`src/rtl/uart_irq_pkg.sv`:
```
package uart_irq_pkg;

    typedef enum logic [2:0] {
        C_NONE,
        C_LINE,
        C_RXTO,
        C_RXDATA,
        C_THRE,
        C_MODEM
    } cause_e;

    localparam int EN_W      = 4;
    localparam int EN_RXDATA = 0;
    localparam int EN_THRE   = 1;
    localparam int EN_LINE   = 2;
    localparam int EN_MODEM  = 3;

    localparam int EVT_N     = 3;
    localparam int EVT_LINE  = 0;
    localparam int EVT_RXTO  = 1;
    localparam int EVT_MODEM = 2;

    localparam int CODE_W    = 3;
    localparam int ID_W      = 8;

    function automatic logic [CODE_W-1:0] cause_code(input cause_e c);
        logic [CODE_W-1:0] r;
        unique case (c)
            C_LINE:   r = 3'b011;
            C_RXDATA: r = 3'b010;
            C_RXTO:   r = 3'b110;
            C_THRE:   r = 3'b001;
            C_MODEM:  r = 3'b000;
            default:  r = 3'b000;
        endcase
        return r;
    endfunction

endpackage

```
`src/rtl/irq_evt_latch.sv`:
```
module irq_evt_latch #(
    parameter int N = 3
) (
    input  logic         clk,
    input  logic         rst_n,
    input  logic [N-1:0] set_i,
    input  logic [N-1:0] clr_i,
    output logic [N-1:0] q_o
);
    // one sticky flag per source; a set beats a clear in the same cycle
    for (genvar i = 0; i < N; i++) begin : g_flag
        always_ff @(posedge clk or negedge rst_n) begin
            if (!rst_n)
                q_o[i] <= 1'b0;
            else if (set_i[i])
                q_o[i] <= 1'b1;
            else if (clr_i[i])
                q_o[i] <= 1'b0;
        end
    end
endmodule

```
`src/rtl/irq_thre_detect.sv`:
```
module irq_thre_detect (
    input  logic clk,
    input  logic rst_n,
    input  logic en_i,
    input  logic empty_i,
    input  logic wr_i,
    input  logic rd_clr_i,
    output logic flag_o
);
    logic empty_q;
    logic en_q;
    logic arm;

    // previous values for edge detection; empty_q starts high so an empty
    // register at reset gives no edge
    always_ff @(posedge clk or negedge rst_n) begin
        if (!rst_n) begin
            empty_q <= 1'b1;
            en_q    <= 1'b0;
        end else begin
            empty_q <= empty_i;
            en_q    <= en_i;
        end
    end

    assign arm = en_i & empty_i & (~empty_q | ~en_q);

    always_ff @(posedge clk or negedge rst_n) begin
        if (!rst_n)
            flag_o <= 1'b0;
        else if (arm)
            flag_o <= 1'b1;
        else if (wr_i | rd_clr_i)
            flag_o <= 1'b0;
    end
endmodule

```
`src/rtl/irq_cause_fsm.sv`:
```
module irq_cause_fsm
    import uart_irq_pkg::*;
(
    input  logic              clk,
    input  logic              rst_n,
    input  logic [EN_W-1:0]   en_i,
    input  logic              line_i,
    input  logic              rxto_i,
    input  logic              rxdata_i,
    input  logic              thre_i,
    input  logic              modem_i,
    output cause_e            cause_o,
    output logic              irq_o,
    output logic [CODE_W-1:0] code_o
);
    cause_e state_q;
    cause_e state_d;

    // state register
    always_ff @(posedge clk or negedge rst_n) begin
        if (!rst_n)
            state_q <= C_NONE;
        else
            state_q <= state_d;
    end

    // arbitration: every state may move to any cause in one step
    always_comb begin
        if (line_i && en_i[EN_LINE])
            state_d = C_LINE;
        else if (rxto_i && en_i[EN_RXDATA])
            state_d = C_RXTO;
        else if (rxdata_i && en_i[EN_RXDATA])
            state_d = C_RXDATA;
        else if (thre_i && en_i[EN_THRE])
            state_d = C_THRE;
        else if (modem_i && en_i[EN_MODEM])
            state_d = C_MODEM;
        else
            state_d = C_NONE;
    end

    // outputs
    always_comb begin
        cause_o = state_q;
        code_o  = cause_code(state_q);
        unique case (state_q)
            C_NONE:  irq_o = 1'b0;
            C_LINE, C_RXTO, C_RXDATA, C_THRE, C_MODEM: irq_o = 1'b1;
            default: irq_o = 1'b0;
        endcase
    end
endmodule

```
`src/rtl/uart_irq_ident.sv`:
```
module uart_irq_ident
    import uart_irq_pkg::*;
(
    input  logic        clk,
    input  logic        rst_n,
    input  logic [3:0]  irq_en,
    input  logic        line_err_evt,
    input  logic        rx_avail,
    input  logic        rx_tmo_evt,
    input  logic        thr_empty,
    input  logic        modem_evt,
    input  logic        fifo_on,
    input  logic        rd_ident,
    input  logic        rd_lsr,
    input  logic        rd_rbr,
    input  logic        rd_msr,
    input  logic        wr_thr,
    output logic        irq,
    output logic [7:0]  ident
);
    logic [EVT_N-1:0]  evt_set;
    logic [EVT_N-1:0]  evt_clr;
    logic [EVT_N-1:0]  evt_q;
    logic              rx_q;
    logic              thre_q;
    logic              line_q;
    logic              to_q;
    logic              modem_q;
    cause_e            cause;
    logic [CODE_W-1:0] code;

    assign evt_set[EVT_LINE]  = line_err_evt;
    assign evt_clr[EVT_LINE]  = rd_lsr;
    assign evt_set[EVT_RXTO]  = rx_tmo_evt;
    assign evt_clr[EVT_RXTO]  = rd_rbr;
    assign evt_set[EVT_MODEM] = modem_evt;
    assign evt_clr[EVT_MODEM] = rd_msr;

    irq_evt_latch #(.N(EVT_N)) u_evt (
        .clk   (clk),
        .rst_n (rst_n),
        .set_i (evt_set),
        .clr_i (evt_clr),
        .q_o   (evt_q)
    );

    assign line_q  = evt_q[EVT_LINE];
    assign to_q    = evt_q[EVT_RXTO];
    assign modem_q = evt_q[EVT_MODEM];

    // align the data level with the latched sources
    always_ff @(posedge clk or negedge rst_n) begin
        if (!rst_n)
            rx_q <= 1'b0;
        else
            rx_q <= rx_avail;
    end

    irq_thre_detect u_thre (
        .clk      (clk),
        .rst_n    (rst_n),
        .en_i     (irq_en[EN_THRE]),
        .empty_i  (thr_empty),
        .wr_i     (wr_thr),
        .rd_clr_i (rd_ident && (cause == C_THRE)),
        .flag_o   (thre_q)
    );

    irq_cause_fsm u_fsm (
        .clk      (clk),
        .rst_n    (rst_n),
        .en_i     (irq_en),
        .line_i   (line_q),
        .rxto_i   (to_q),
        .rxdata_i (rx_q),
        .thre_i   (thre_q),
        .modem_i  (modem_q),
        .cause_o  (cause),
        .irq_o    (irq),
        .code_o   (code)
    );

    assign ident = {{2{fifo_on}}, 2'b00, code, ~irq};
endmodule

```
`config.mk`:
```
export PLATFORM = sky130hd
export DESIGN_NAME = uart_irq_ident
export DESIGN_NICKNAME = d
export VERILOG_FILES = /design/src/rtl/uart_irq_pkg.sv /design/src/rtl/irq_evt_latch.sv /design/src/rtl/irq_thre_detect.sv /design/src/rtl/irq_cause_fsm.sv /design/src/rtl/uart_irq_ident.sv
export SDC_FILE = /design/constraint.sdc
export NUM_CORES = 1
export LEC_CHECK = 0
export ABC_AREA = 1
export BUFFER_PORTS_ARGS = -buffer_cell sky130_fd_sc_hd__buf_2
export CORE_UTILIZATION = 34
export CTS_BUF_LIST = sky130_fd_sc_hd__clkbuf_2
export DETAILED_ROUTE_END_ITERATION = 6
export HOLD_SLACK_MARGIN = 0.05
export SYNTH_ARGS = -nofsm -noshare
export SYNTH_HDL_FRONTEND = slang
export SYNTH_SLANG_ARGS = --single-unit
```
`constraint.sdc`:
```
create_clock -name clk -period 0.9 [get_ports clk]
set_input_delay 0.045 -clock clk [delete_from_list [all_inputs] [get_ports clk]]
set_output_delay 0.045 -clock clk [all_outputs]
set_load 0.05 [all_outputs]
```
# --- After elaboration in Yosys (flattened, before gate mapping) ---
# Index checks and enable logic that the tools add are counted.
totals:
  input_bits: 17
  out_inout_bits: 9
  register_bits: 10
  elab_cells: 46
op_classes:
  n_mux: 15
  eq_ne: 5
  reduce_logical: 11
  n_bitwise: 7
ops:
  columns: ["operator", "count"]
  rows:
  - ["$mux 3", 5]
  - ["$pmux 3 s4", 1]
  - ["$mux 1", 9]
  - ["$reduce_bool 2->1", 4]
  - ["$eq 3x2->1 const B", 2]
  - ["$eq 3x3->1 const B", 2]
  - ["$logic_and 1x1->1", 6]
  - ["$reduce_or 5->1", 1]
  - ["$eq 3x1->1 const B", 1]
  - ["$not 1->1", 3]
  - ["$and 1x1->1", 2]
  - ["$or 1x1->1", 2]

# --- Longest topological paths before layout ---
# Gate-level depths: netlist (run 1).
logic_depth:
  depth_word: 6
  ltp_mapped: 6
  mapped_depth_nobuf: 6

# --- By module ---
# Synthesis (run 1) repeated with hierarchy kept, for this count alone.
hier_totals:
  cells_unflattened: 61
  area_unflattened_um2: 471.7
modules_own_cells:
  columns: ["mod", "cells_per_inst", "n_inst", "seq_area_each_um2", "area_each_um2"]
  rows:
  - ["irq_cause_fsm", 24, 1, 75.1, 165.2]
  - ["irq_evt_latch", 15, 1, 75.1, 120.1]
  - ["irq_thre_detect", 10, 1, 76.3, 102.6]
  - ["uart_irq_ident", 12, 1, 25.0, 83.8]

# --- Least setup slack after synthesis (run 1) ---
# No wires, ideal clock.
synth_path:
  path_kind: "reg-to-output"
  start: "register u_fsm.state_q[2], in the netlist u_fsm.cause_o[2]"
  end: "output ident[3]"
  arrival_ns: 1.510
  path_buffers: 0
  required_ns: 0.855
  path_stages_with_launch: 2
  path_slack_ns: -0.655
  cell_sequence: "dfrtp_1 > nor3_1"
synth_between:
  elab_chain_cells: 2
  word_cells_on_any_way: 5
  classes_between: "4 x eq/ne; 1 x mux"
synth_rtl:
  columns: ["item", "line_no", "text"]
  rows:
  - ["from (decl)", "irq_cause_fsm.sv:16", "cause_e state_q;"]
  - ["from (signal assigned)", "irq_cause_fsm.sv:24", "state_q <= state_d;"]
  - ["$eq 3x3->1 (tied with other cells)", "uart_irq_pkg.sv:28", "unique case (c)"]
  - ["$pmux 3 s4 *", "uart_irq_pkg.sv:28", null]
  - ["to (decl)", "uart_irq_ident.sv:19", "output logic [7:0] ident"]
# Every way passes the cells marked *; elsewhere a longest branch is shown, timed or not.

# --- Worst setup path after layout (run 1) ---
layout_path:
  start: "register u_fsm.state_q[0], in the netlist u_fsm.cause_o[0]"
  end: "output ident[3]"
# The elaborated chain is that of the path after synthesis.

==> impl_metrics.yaml, run 1 <==
status:
  status: "finished with violations"
  violations: "negative setup slack"
sta:
  fin_ws_ns: -0.350
  tns_ns: -1.72
  hold_violations: 0
  timing.fmax_mhz: 800
  fin_crit_ns: 1.25
  post-route-period-util_pct: 139
  rsz0062_at_grt: "yes"
  finalSetupViolations: 6
  maxSlewViolCount: 0
  whs_ns: 0.0733
  skew_ns: 0.00641
worst_setup_path:
  reg2regPathDepth: 5
  rrSetupSlack_ns: -0.07
  r2r-start: "u_fsm.cause_o[1]"
  cp-start-kind: "flop"
  crit_chain: "buf_6 > nor3_4 > buf_6"
  criticalPathCategory: "flop to primary output"
  crit_slowest_cell: "dfrtp_1"
  critPathCaptureType: "primary output"
  worstSetupEndpoint: "ident[3]"
  r2r_end: "u_thre.flag_o"
  path_max_fanout: 3
  cp_common_cell: "buf_6"
  startpoint: "u_fsm.cause_o[0]"
  slowest_delay_ns: 0.45
  critPathArrivalTime_ns: 1.21
  worstPathRequired_ns: 0.85
global_routing:
  antenna_found_initial: 0
  grt_util_all_layers_pct: 16.0
  grt_first_pass_wirelength_um: 1520
  overflow: 0
  grt_start_max_net_pins: 11
  grt_pass1_vias: 397
drt:
  wirelength_um: 1030
  firstDrtPassIters: 2
  detail_route.wl_per_cell_um: 9.98
  routed_via_density: 4.38
  drc_errors: 0
  ant_nets: 0
  num_vias: 451
  drtIter0Drc: 7
clock_tree:
  clkLatencyLatePin_ns: 0.25
  htree_levels: 1
  cts_tree: "yes"
  cts_sinks: 10
  numCtsBuffers: 3
  clk_pin_slew_ns: 0.10
  cts_buffer_depth: 2
  root_buffer: "clkbuf_2"
yosys:
  synth.distinct_cells: 16
  synth_top_area_share_pct: 49.6
  ys_seq_area_share_pct: 55.4
  synth_cells: 52
  synth_area_leaders: "dfrtp_1 (50%), nand2_1 (11%), buf_4 (6.6%)"
  synth_area_um2: 454
  ys_ff_latch: 10
  synth_warnings: 0
  synth_top_area_cell: "dfrtp_1"
  synth_area_per_cell_um2: 8.73
layout:
  syn2layout_area_growth_pct: 75.5
  final_cell_mix: "buf_2 (16), nand2_1 (13), dlygate4sd3_1 (12)"
  drive_gt1_share_pct: 43.8
  nets: 107
  stdcell_area_um2: 797
  diodes: 0
  final_common_cell: "buf_2"
  fin_cells: 103
power:
  powerDensity_mw_per_mm2: 1530
  pwr-share-comb_pct: 35.9
  switching_power_uw: 429
  clock_power_share_pct: 22.0
  p_int_uw: 789
  p_sw_share_pct: 35.2
  power_mw: 1.22
  p_seq_share_pct: 42.2
  irDropWorstVdd_mv: 0.706
  leakage_nw: 0.419
die:
  initial_utilization_pct: 38.8
  dieArea_mm2: 0.00149
  coreArea_mm2: 0.00117
  row_count: 12
  io_pins: 26
  die_h_um: 38.6
  fp.dieW_um: 38.6
run:
  max-cap-violations: 0
placement:
  port_buffers: 20
  dpl.hpwl_um: 576
  dp.cells: 86
  gp_congestion: 0.687
  placed_area_um2: 589
worst_hold_path:
  min_path_type: "primary input to flop"
[cell type report]
class	count	area, um2
clock buffers	4	20.0
fillers	96	374
inverters	8	32.5
multi-input cells	31	186
flip-flops and latches	10	254
well taps	14	17.5
repair buffers	36	287
[power by group through the flow]
stage	sequential (mW)	clock, mW	combinational (mW)
2_1_floorplan	0.515	0	0.251
3_3_place_gp	0.514	0	0.315
3_5_place_dp	0.515	0	0.319
4_1_cts	0.507	0.279	0.403
5_1_grt	0.519	0.306	0.471
6_report	0.514	0.267	0.437
[layer usage]
| metal | vias to the layer above | track usage, % | wire, um | share of wire (%) |
|---|---|---|---|---|
| li1 | 228 | - | - | - |
| met1 | 203 | 16.5 | 383 | 37 |
| met2 | 18 | 28.3 | 599 | 58 |
| met3 | 2 | 3.49 | 38 | 3.7 |
| met4 | 0 | 10.3 | 6 | 0.58 |
| met5 | - | 0 | 0 | 0 |
[Yosys cell counts]
master,instances
conb_1,1
nor2_2,3
nor2_1,2
o21ai_0,1
nand2_1,13
dfstp_2,1
nand3_1,2
and3_1,1
o21ai_1,1
o21bai_1,3
nor3_1,1
buf_4,4
inv_2,1
dfrtp_1,9
a21oi_1,2
inv_1,7
[registers in the layout, indices dropped and copies added (netlist names)]
| name | cells |
|---|---|
| u_fsm.cause_o | 3 |
| u_thre.en_q | 1 |
| u_thre.flag_o | 1 |
| rx_q | 1 |
| u_thre.empty_q | 1 |
| u_evt.q_o | 3 |
[critical path: cells and delay by family (launching register included)]
kind                   cells  cell delay, ns
and+or+nand+nor            1            0.17
DFF                        1            0.45
buffers and inverters      2            0.34
[stage by stage]
stage / setup slack [ns] / utilization, %
floorplan: -0.301 / -
global placement: -0.140 / 50.3
detailed placement: -0.165 / 50.3
CTS: -0.354 / 65.6
global route: -0.433 / 68.1
finish: -0.350 / 68.1
[cells by family (layout without fill, tap and decap cells)]
group	count (synthesis)	in the layout	synth area share (%)
AOI/OAI and AO/OA	7	7	9.36
buffers and inverters	12	48	13.2
DFF	10	10	55.4
other	1	2	0.826
and+or+nand+nor	22	22	21.2
[worst min path at each step]
stage,startpoint,to,slack (ns),depth (start not counted)
6_report,irq_en[0],u_fsm.cause_o[0],0.07,4
5_1_grt,irq_en[0],u_fsm.cause_o[0],0.07,4
2_1_floorplan,rst_n,rx_q,-0.25,0
3_5_place_dp,rst_n,u_evt.q_o[2],-0.09,1
4_1_cts,irq_en[0],u_fsm.cause_o[0],0.06,4
3_3_place_gp,rst_n,u_evt.q_o[2],-0.09,1
[what timing repair did]
action / in CTS / in global routing
buffers inserted: 1 / 0
pin swaps: 3 / 2
gates cloned: 0 / 0
gates resized for setup: 10 / 9
setup endpoints to repair: 5 / 6
hold endpoints to repair: 19 / 0
hold buffers: 12 / 0
No activity file was read; power rests on OpenSTA's default activity.
==> inputs of run 2 (changes only) <==
- BUFFER_PORTS_ARGS: -buffer_cell sky130_fd_sc_hd__buf_2 -> unset
- CORE_AREA: unset -> 2 2 39 41
- CORE_UTILIZATION: 34 -> unset
- DIE_AREA: unset -> 0 0 41 43
- DONT_BUFFER_PORTS: unset -> 1
==> run 2 against run 1 <==
Compared with the run above:
- the run still ends with negative setup slack left
- first-iteration DRC count shrank 100%
- register-to-register slack is essentially flat
- power shrank 2.6%
- non-clock buffer count shrank 14
- clock power shrank 4%
- routed wire length shrank 10%
- fmax grew 0.44%
- worst hold slack lost 0.023 ns
- critical path type unchanged
- critical endpoint is now ident[0]
- largest power group unchanged
- highest routed layer is now met3
==> impl_metrics.yaml, run 2 (same netlist as run 1, synthesis figures left out) <==
layout:
  fillers: 142
  final_cell_mix: "dlygate4sd3_1 (14), nand2_1 (12), dfrtp_1 (6)"
  final_common_cell: "dlygate4sd3_1"
  syn2layout_area_growth_pct: 65.0
  fin_cells: 91
  drive_gt1_share_pct: 34.7
  diodes: 0
  nets: 93
worst_setup_path:
  slowest_delay_ns: 0.45
  criticalPathCategory: "flop to primary output"
  path_max_fanout: 3
  critPathArrivalTime_ns: 1.20
  cp-start-kind: "flop"
  crit_slowest_cell: "dfrtp_2"
  critPathCaptureType: "primary output"
  worstPathRequired_ns: 0.85
  crit_chain: "buf_4 > nor2_2 > nor2_4 > buf_12"
power:
  clock_power_share_pct: 21.5
  p_int_uw: 762
  switching_power_uw: 425
  power_mw: 1.19
  powerDensity_mw_per_mm2: 1580
  p_sw_share_pct: 35.8
  leakage_nw: 0.362
  p_seq_share_pct: 43.7
  pwr-share-comb_pct: 34.8
  irDropWorstVdd_mv: 0.855
sta:
  post-route-period-util_pct: 138
  skew_ns: 0.00455
  fin_ws_ns: -0.345
  rsz0062_at_grt: "yes"
  timing.fmax_mhz: 803
  hold_violations: 0
  finalSetupViolations: 6
  maxSlewViolCount: 0
  fin_crit_ns: 1.24
die:
  coreArea_mm2: 0.00138
  initial_utilization_pct: 32.8
  dieArea_mm2: 0.00176
  die_h_um: 43
  io_pins: 26
  fp.dieW_um: 41
  row_count: 14
global_routing:
  overflow: 0
  antenna_found_initial: 0
  grt_start_max_net_pins: 11
  grt_util_all_layers_pct: 12.6
  grt_pass1_vias: 377
  grt_first_pass_wirelength_um: 1480
placement:
  gp_congestion: 0.644
  dp.cells: 71
  port_buffers: 0
  dpl.hpwl_um: 559
worst_hold_path:
  min_path_type: "primary input to flop"
drt:
  drtIter0Drc: 0
  detail_route.wl_per_cell_um: 10.2
  firstDrtPassIters: 1
  drc_errors: 0
  routed_via_density: 4.26
  num_vias: 388
  ant_nets: 0
  wirelength_um: 925
status:
  violations: "negative setup slack"
  status: "finished with violations"
clock_tree:
  clk_pin_slew_ns: 0.11
  cts_tree: "yes"
  numCtsBuffers: 3
  cts_buffer_depth: 2
  clkLatencyLatePin_ns: 0.25
  htree_levels: 1
  root_buffer: "clkbuf_2"
  cts_sinks: 10
run:
  max-cap-violations: 0
[run 2: final cells by class]
| type | instances | area, um2 | area share, % |
|---|---|---|---|
| clock inverter | 1 | 3.75 | 0.501 |
| clock buffer | 3 | 15.0 | 2.00 |
| sequential | 10 | 255 | 34.1 |
| inverter | 8 | 32.5 | 4.34 |
| timing repair buffer | 22 | 236 | 31.6 |
| multi-input combinational | 31 | 186 | 24.9 |
| tap | 16 | 20.0 | 2.67 |
[run 2: path summary, 6_finish.rpt]
kind,startpoint,to,slack [ns],cells past startpoint
worst max-delay path,u_fsm.cause_o[1],ident[0],-0.34,4
worst min-delay path,irq_en[1],u_fsm.cause_o[0],0.05,5
worst max register to register,u_fsm.cause_o[0],u_thre.flag_o,-0.07,5
worst min register to register,u_evt.q_o[0],u_fsm.cause_o[1],0.48,1
max in group asynchronous,rst_n,u_thre.empty_q,0.38,1
min in group asynchronous,rst_n,u_thre.flag_o,0.17,1
[run 2: critical path, delay by kind of cell, from the launching register on]
family / cells / cell delay (ns)
flip-flops: 1 / 0.45
buffers and inverters: 2 / 0.29
AND/OR/NAND/NOR: 2 / 0.21
[run 2: power by group through the flow]
| stage | registers [mW] | logic [mW] | clock network [mW] |
|---|---|---|---|
| 6_report | 0.519 | 0.413 | 0.255 |
| 5_1_grt | 0.524 | 0.446 | 0.273 |
| 4_1_cts | 0.515 | 0.393 | 0.255 |
| 3_5_place_dp | 0.517 | 0.323 | 0 |
| 3_3_place_gp | 0.516 | 0.320 | 0 |
| 2_1_floorplan | 0.515 | 0.251 | 0 |
[run 2: what timing repair did]
item                                   CTS  global route
pin swaps                                2             1
resized for setup                        7             7
setup buffers                            0             2
hold buffers                            14             0
setup endpoints to repair                6             7
endpoints found under the hold margin   20             0
[run 2: metal layers]
| layer | GRT usage (%) | up-vias | wire [um] |
|---|---|---|---|
| met1 | 14.3 | 171 | 362 |
| met3 | 1.57 | 0 | 61 |
| met4 | 8.00 | 0 | 0 |
| met2 | 20.6 | 17 | 501 |
| li1 | - | 200 | - |
| met5 | 0 | - | 0 |
[run 2: metrics by stage]
stage	setup WS, ns	cell area [um2]	util [%]	hold WS [ns]	TNS, ns
5_1_grt	-0.396	749	54.2	0.0676	-2.00
3_5_place_dp	-0.0998	539	39.0	-0.250	-0.313
4_1_cts	-0.348	721	52.1	0.0511	-1.59
6_report	-0.345	749	54.2	0.0504	-1.64
2_1_floorplan	-0.301	479	-	-0.251	-0.902
3_3_place_gp	-0.0855	539	39.0	-0.250	-0.215
